## config.mk

```make
export PLATFORM = sky130hd
export DESIGN_NAME = lj2i2s_reclock
export DESIGN_NICKNAME = d
export VERILOG_FILES = /design/src/rtl/lj2i2s_pkg.sv /design/src/rtl/lj2i2s_sampler.sv /design/src/rtl/lj2i2s_edge.sv /design/src/rtl/lj2i2s_delay.sv /design/src/rtl/lj2i2s_outstage.sv /design/src/rtl/lj2i2s_reclock.sv
export SDC_FILE = /design/constraint.sdc
export NUM_CORES = 1
export LEC_CHECK = 0
export BUFFER_PORTS_ARGS = -buffer_cell sky130_fd_sc_hd__buf_2
export CAP_MARGIN = 10
export CELL_PAD_IN_SITES_DETAIL_PLACEMENT = 1
export CELL_PAD_IN_SITES_GLOBAL_PLACEMENT = 1
export CORE_AREA = 2 2 39 41
export CTS_BUF_LIST = sky130_fd_sc_hd__clkbuf_8
export DETAILED_ROUTE_END_ITERATION = 10
export DIE_AREA = 0 0 41 43
export GPL_TIMING_DRIVEN = 0
export PLACE_DENSITY = 0.57
export SETUP_SLACK_MARGIN = 0.02
export SLEW_MARGIN = 20
export SYNTH_ARGS = -nofsm -noshare
export SYNTH_HDL_FRONTEND = slang
export SYNTH_SLANG_ARGS = --single-unit
```

## constraint.sdc

```tcl
create_clock -name clk -period 1.1 [get_ports clk]
set_clock_uncertainty 0.15 [all_clocks]
set_input_delay 0.11 -clock clk [delete_from_list [all_inputs] [get_ports clk]]
set_output_delay 0.11 -clock clk [all_outputs]
set_load 0.02 [all_outputs]
```

## src/rtl/lj2i2s_pkg.sv

```systemverilog
package lj2i2s_pkg;

  // One sample of the three serial-audio wires.
  typedef struct packed {
    logic bck;
    logic ws;
    logic sd;
  } ser_bus_t;

  // Register stages after input sampling: one align stage and one output stage.
  localparam int unsigned POST_STAGES = 2;

endpackage

```

## src/rtl/lj2i2s_sampler.sv

```systemverilog
module lj2i2s_sampler
  import lj2i2s_pkg::*;
#(
  parameter int unsigned STAGES = 1
) (
  input  logic     clk,
  input  logic     rst,
  input  ser_bus_t din,
  output ser_bus_t dout
);

  ser_bus_t pipe [STAGES];

  // The same number of master-clock stages for all three wires.
  for (genvar g = 0; g < STAGES; g++) begin : g_stage
    if (g == 0) begin : g_first
      always_ff @(posedge clk) begin
        if (rst) pipe[g] <= '0;
        else     pipe[g] <= din;
      end
    end else begin : g_next
      always_ff @(posedge clk) begin
        if (rst) pipe[g] <= '0;
        else     pipe[g] <= pipe[g-1];
      end
    end
  end

  assign dout = pipe[STAGES-1];

endmodule

```

## src/rtl/lj2i2s_edge.sv

```systemverilog
module lj2i2s_edge (
  input  logic clk,
  input  logic rst,
  input  logic bck,
  output logic rise,
  output logic fall
);

  logic bck_prev;

  always_ff @(posedge clk) begin
    if (rst) bck_prev <= 1'b0;
    else     bck_prev <= bck;
  end

  assign rise = bck & ~bck_prev;
  assign fall = ~bck & bck_prev;

  // A rising strobe lasts one master cycle.
  assert_rise_single_cycle_R8: assert property (@(posedge clk) disable iff (rst)
    rise |=> !rise);

endmodule

```

## src/rtl/lj2i2s_delay.sv

```systemverilog
module lj2i2s_delay (
  input  logic clk,
  input  logic rst,
  input  logic sd,
  input  logic rise,
  input  logic fall,
  output logic sd_late
);

  logic cap_rise;
  logic cap_fall;

  // First capture: on the rising edge of the retimed bit clock.
  always_ff @(posedge clk) begin
    if (rst)       cap_rise <= 1'b0;
    else if (rise) cap_rise <= sd;
  end

  // Second capture: on the falling edge of the retimed bit clock.
  always_ff @(posedge clk) begin
    if (rst)       cap_fall <= 1'b0;
    else if (fall) cap_fall <= cap_rise;
  end

  assign sd_late = cap_fall;

  // The first capture moves only after a rising strobe.
  assert_capture_on_rise_R8: assert property (@(posedge clk) disable iff (rst)
    (cap_rise != $past(cap_rise)) |-> $past(rise));

  // The delayed bit moves only after a falling strobe.
  assert_delay_on_fall_R4: assert property (@(posedge clk) disable iff (rst)
    (cap_fall != $past(cap_fall)) |-> $past(fall));

endmodule

```

## src/rtl/lj2i2s_outstage.sv

```systemverilog
module lj2i2s_outstage #(
  parameter bit WS_INVERT = 1'b1
) (
  input  logic clk,
  input  logic rst,
  input  logic bck,
  input  logic ws,
  input  logic sd_late,
  output logic bck_o,
  output logic ws_o,
  output logic sd_o
);

  logic bck_align;
  logic ws_align;

  // Align stage: matches the latency of the data-capture register.
  always_ff @(posedge clk) begin
    if (rst) begin
      bck_align <= 1'b0;
      ws_align  <= 1'b0;
    end else begin
      bck_align <= bck;
      ws_align  <= ws;
    end
  end

  // Output stage: the three outputs leave from registers on the same edge.
  always_ff @(posedge clk) begin
    if (rst) begin
      bck_o <= 1'b0;
      ws_o  <= 1'b0;
      sd_o  <= 1'b0;
    end else begin
      bck_o <= bck_align;
      ws_o  <= ws_align ^ WS_INVERT;
      sd_o  <= sd_late;
    end
  end

endmodule

```

## src/rtl/lj2i2s_reclock.sv

```systemverilog
module lj2i2s_reclock
  import lj2i2s_pkg::*;
#(
  parameter int unsigned SYNC_STAGES = 1,
  parameter bit          WS_INVERT   = 1'b1
) (
  input  logic clk,
  input  logic rst,
  input  logic bck_in,
  input  logic ws_in,
  input  logic sd_in,
  output logic bck_out,
  output logic ws_out,
  output logic sd_out
);

  localparam int unsigned LATENCY = SYNC_STAGES + POST_STAGES;

  ser_bus_t raw;
  ser_bus_t smp;
  logic     bck_rise;
  logic     bck_fall;
  logic     sd_late;

  assign raw = '{bck: bck_in, ws: ws_in, sd: sd_in};

  lj2i2s_sampler #(.STAGES(SYNC_STAGES)) u_sampler (
    .clk  (clk),
    .rst  (rst),
    .din  (raw),
    .dout (smp)
  );

  lj2i2s_edge u_edge (
    .clk  (clk),
    .rst  (rst),
    .bck  (smp.bck),
    .rise (bck_rise),
    .fall (bck_fall)
  );

  lj2i2s_delay u_delay (
    .clk     (clk),
    .rst     (rst),
    .sd      (smp.sd),
    .rise    (bck_rise),
    .fall    (bck_fall),
    .sd_late (sd_late)
  );

  lj2i2s_outstage #(.WS_INVERT(WS_INVERT)) u_out (
    .clk     (clk),
    .rst     (rst),
    .bck     (smp.bck),
    .ws      (smp.ws),
    .sd_late (sd_late),
    .bck_o   (bck_out),
    .ws_o    (ws_out),
    .sd_o    (sd_out)
  );

  initial begin
    assert_latency_valid_R2: assert (LATENCY >= 3);
  end

  // The cycle after reset, all outputs are low.
  assert_reset_low_R1: assert property (@(posedge clk) disable iff (rst)
    $past(rst) |-> (!bck_out && !ws_out && !sd_out));

  // Data at the output moves only together with a bit-clock fall.
  assert_sd_moves_on_fall_R5: assert property (@(posedge clk) disable iff (rst)
    (sd_out != $past(sd_out)) |-> (!bck_out && $past(bck_out)));

endmodule

```

==> reports/metrics.csv <==
stage,metric,value,unit
outcome,status,"finished, final reports clean",
final_layout,Fillers,153,
placed_design,IO buf count,7,
global_route,first-pass GRT wire length,890,um
synthesis,"FFs w/ async S/R, synth",0,
setup_path,slowest cell delay on critical path,530,ps
power,clock power share,0.462,
global_route,antenna violations before repair,0,
die,DIE AREA,1760,um^2
synthesis,register area share after synthesis,0.648,
setup_path,crit start category,input port,
synthesis,top-area cell type share of the netlist area,0.648,
final_layout,number of nets in the layout,45,
setup_path,worst reg2reg path endpoint,u_delay.sd_late$_SDFFE_PP0P_,
cts,Num CTS Buffers,3,
route,DR vias,219,
synthesis,post-synthesis mux area share,0.0324,
setup_path,"Cell Chain, Critical Path",dlygate4sd3_1 > buf_2 > and2b_2,
setup_path,Reg2Reg Setup Slack,160,ps
worst_hold_path,Hold Path End,u_out.ws_o$_SDFF_PP0_,
route,Via density,4.06,
route,routed len/inst,8.85,um
route,WL final,478,um
power,net switching power figure,148,uW
synthesis,Post-Synth Adder-Cell Area,0,
placed_design,detailed placement HPWL,323,um
route,DR pass1 iterations,1,
setup_path,critical path required time,1070,ps
sta,Worst slew margin,0.920,
final_layout,sequential cell area,200,um^2
power,Switching Fraction,0.187,
sta,RSZ-0062 raised after global routing,no,
sta,Least-Margin Pin Slew,117,ps
power,Leakage,0.000203,uW
synthesis,Synthesis Warnings,0,
global_route,pin count of the biggest net entering global routing,11,
synthesis,Mapped Cells,25,
synthesis,simple-gate share of the synthesized area,0.291,
setup_path,Worst Path Buf+Inv,2,
setup_path,reg2reg path depth,2,
synthesis,syn nets,30,
die,Die X,41,um
setup_path,critical path class,in -> reg,
synthesis,"area leader, netlist",dfxtp_1,
cts,CTS HTree Levels,1,
global_route,vias in the first global route,223,
setup_path,CP endpoint kind,flip-flop,
power,Peak supply drop,721,uV
synthesis,top cells by area in the synthesized netlist,"dfxtp_1 (65%), and2b_2 (14%), nor2b_1 (6.1%), nand2b_1 (4.0%), nand4bb_1 (3.6%)",
cts,CTS Sinks,10,
die,core area,1380,um^2
route,DR DRC count,0,
synthesis,post-synthesis register bit count,10,
sta,Final period util,0.863,
cts,setup repair bufs after CTS,0,
route,DR iter-0 viols,0,
sta,minimum clock period,949,ps
placed_design,routability cong.,0.634,
setup_path,worst path arrival time,920,ps
final_layout,area of the multi-input gates,105,um^2
die,die height,43,um
cts,CTS max path bufs,2,
synthesis,compound-cell area share of the yosys netlist,0.0162,
synthesis,Mean Syn Cell Area,12.4,um^2
final_layout,share of layout cells above drive strength 1,0.395,
power,internal cell power,643,uW
cts,hold_buf cts,3,
die,Initial Util,0.223,
cts,Skew-Pair Late Insertion Delay,230,ps
power,Logic pwr share,0.054,
setup_path,"CP delay by family, top",buffers and inverters,
setup_path,crit path max-delay cell type,dlygate4sd3_1,
synthesis,largest family of logic cells by synthesized area,simple AND/OR/NAND/NOR gates,
sta,Final Slew Violations,0,
worst_hold_path,Hold Crit Class,in -> reg,
cts,Worst-path clk slew,40,ps
die,cell row count,14,
synthesis,Synth Area in XOR/XNOR,0,
worst_hold_path,WHS Path Cells,2,
sta,WHS,0.373,ps
setup_path,critical path peak fanout,1,
sta,Max Clk Rate,1050,MHz
cts,root buf cell,clkbuf_8,
setup_path,RR Startpoint,u_out.bck_align$_SDFF_PP0_,
sta,setup tns final,0,ps
synthesis,Cell variety after synth,9,
synthesis,synthesized area,309,um^2
cts,CTS-repair resized insts,0,
global_route,grt total ovfl,0,
power,pwr/cell area,1820,nW/um^2
global_route,global-route usage over all layers,0.0917,
final_layout,ant diodes,0,
power,Sequential Power Share,0.484,
setup_path,Crit path depth,3,
synthesis,Commonest cells post-synth,"dfxtp_1 (10), and2b_2 (5), nor2b_1 (3)",
synthesis,Post-synth EDFFs,0,
run,max cap viols,0,
final_layout,area grow syn2layout,40.9,%
worst_hold_path,hold_sp,rst,
die,io pins,8,
cts,TritonCTS clock tree,built,
sta,"Hold Violations, Final",0,
setup_path,Worst Setup SP,bck_in,
synthesis,most numerous cell in the Yosys netlist,dfxtp_1,
sta,count of final setup violators,0,
route,Post-DRT Antenna Nets,0,
synthesis,main flop type after synthesis,dfxtp_1,
## registers in the layout (all words and copies together) (netlist names)
register and count:
u_delay.sd_late 1, u_out.ws_o 1, u_out.bck_align 1, u_out.ws_align 1, u_out.sd_o 1, u_out.bck_o 1
u_sampler.pipe 3, u_delay.cap_rise 1
## stage by stage
step | instances | util | power (uW) | worst slack, ps | instance area [um^2]
2_1_floorplan | 25 | - | 409 | 237 | 309
3_3_place_gp | 48 | 0.263 | 423 | 195 | 364
3_5_place_dp | 48 | 0.263 | 425 | 159 | 364
4_1_cts | 54 | 0.315 | 803 | 139 | 435
5_1_grt | 54 | 0.315 | 837 | 49.6 | 435
6_report | 54 | 0.315 | 790 | 151 | 435
## cell type report
type,instances,share of cell area
timing repair buffer,10,0.149
clock buffer,3,0.0948
tap,16,0.0460
multi-input combinational,14,0.241
inverter,1,0.00862
sequential,10,0.460
## routing by layer
metal,track usage,share of wire,vias to the layer above
li1,-,-,106
met1,0.0684,0.38,100
met2,0.116,0.46,9
met3,0.0628,0.096,4
met4,0.140,0.065,0
met5,0,0,-
## worst max-delay path by stage
stage / to
detailed placement: u_delay.sd_late$_SDFFE_PP0P_
CTS: u_delay.sd_late$_SDFFE_PP0P_
global route: u_delay.sd_late$_SDFFE_PP0P_
finish: u_sampler.pipe[0][2]$_SDFF_PP0_
global placement: u_delay.sd_late$_SDFFE_PP0P_
floorplan: u_delay.sd_late$_SDFFE_PP0P_
## cells in the final DEF, fill, tap and decap left out
cell type      count
and2b_2            5
buf_2              7
clkbuf_8           3
dfxtp_1           10
dlygate4sd3_1      3
inv_1              1
mux2i_1            1
nand2b_1           2
nand4bb_1          1
nor2_1             1
nor2b_1            3
o21ai_1            1
## cells by family after synthesis
family	Yosys count
mux	1
flops	10
buf+inv	1
simple gates	12
compound gates	1
## power groups by stage
stage / Combinational, uW / Clock (uW) / Sequential, uW
after CTS: 44.0 / 377 / 382
after global placement: 34.3 / 0 / 388
after detailed placement: 35.9 / 0 / 389
after global routing: 47.9 / 406 / 383
after floorplan: 16.3 / 0 / 392
final: 43.0 / 365 / 382
(Power assumes the default switching activity.)
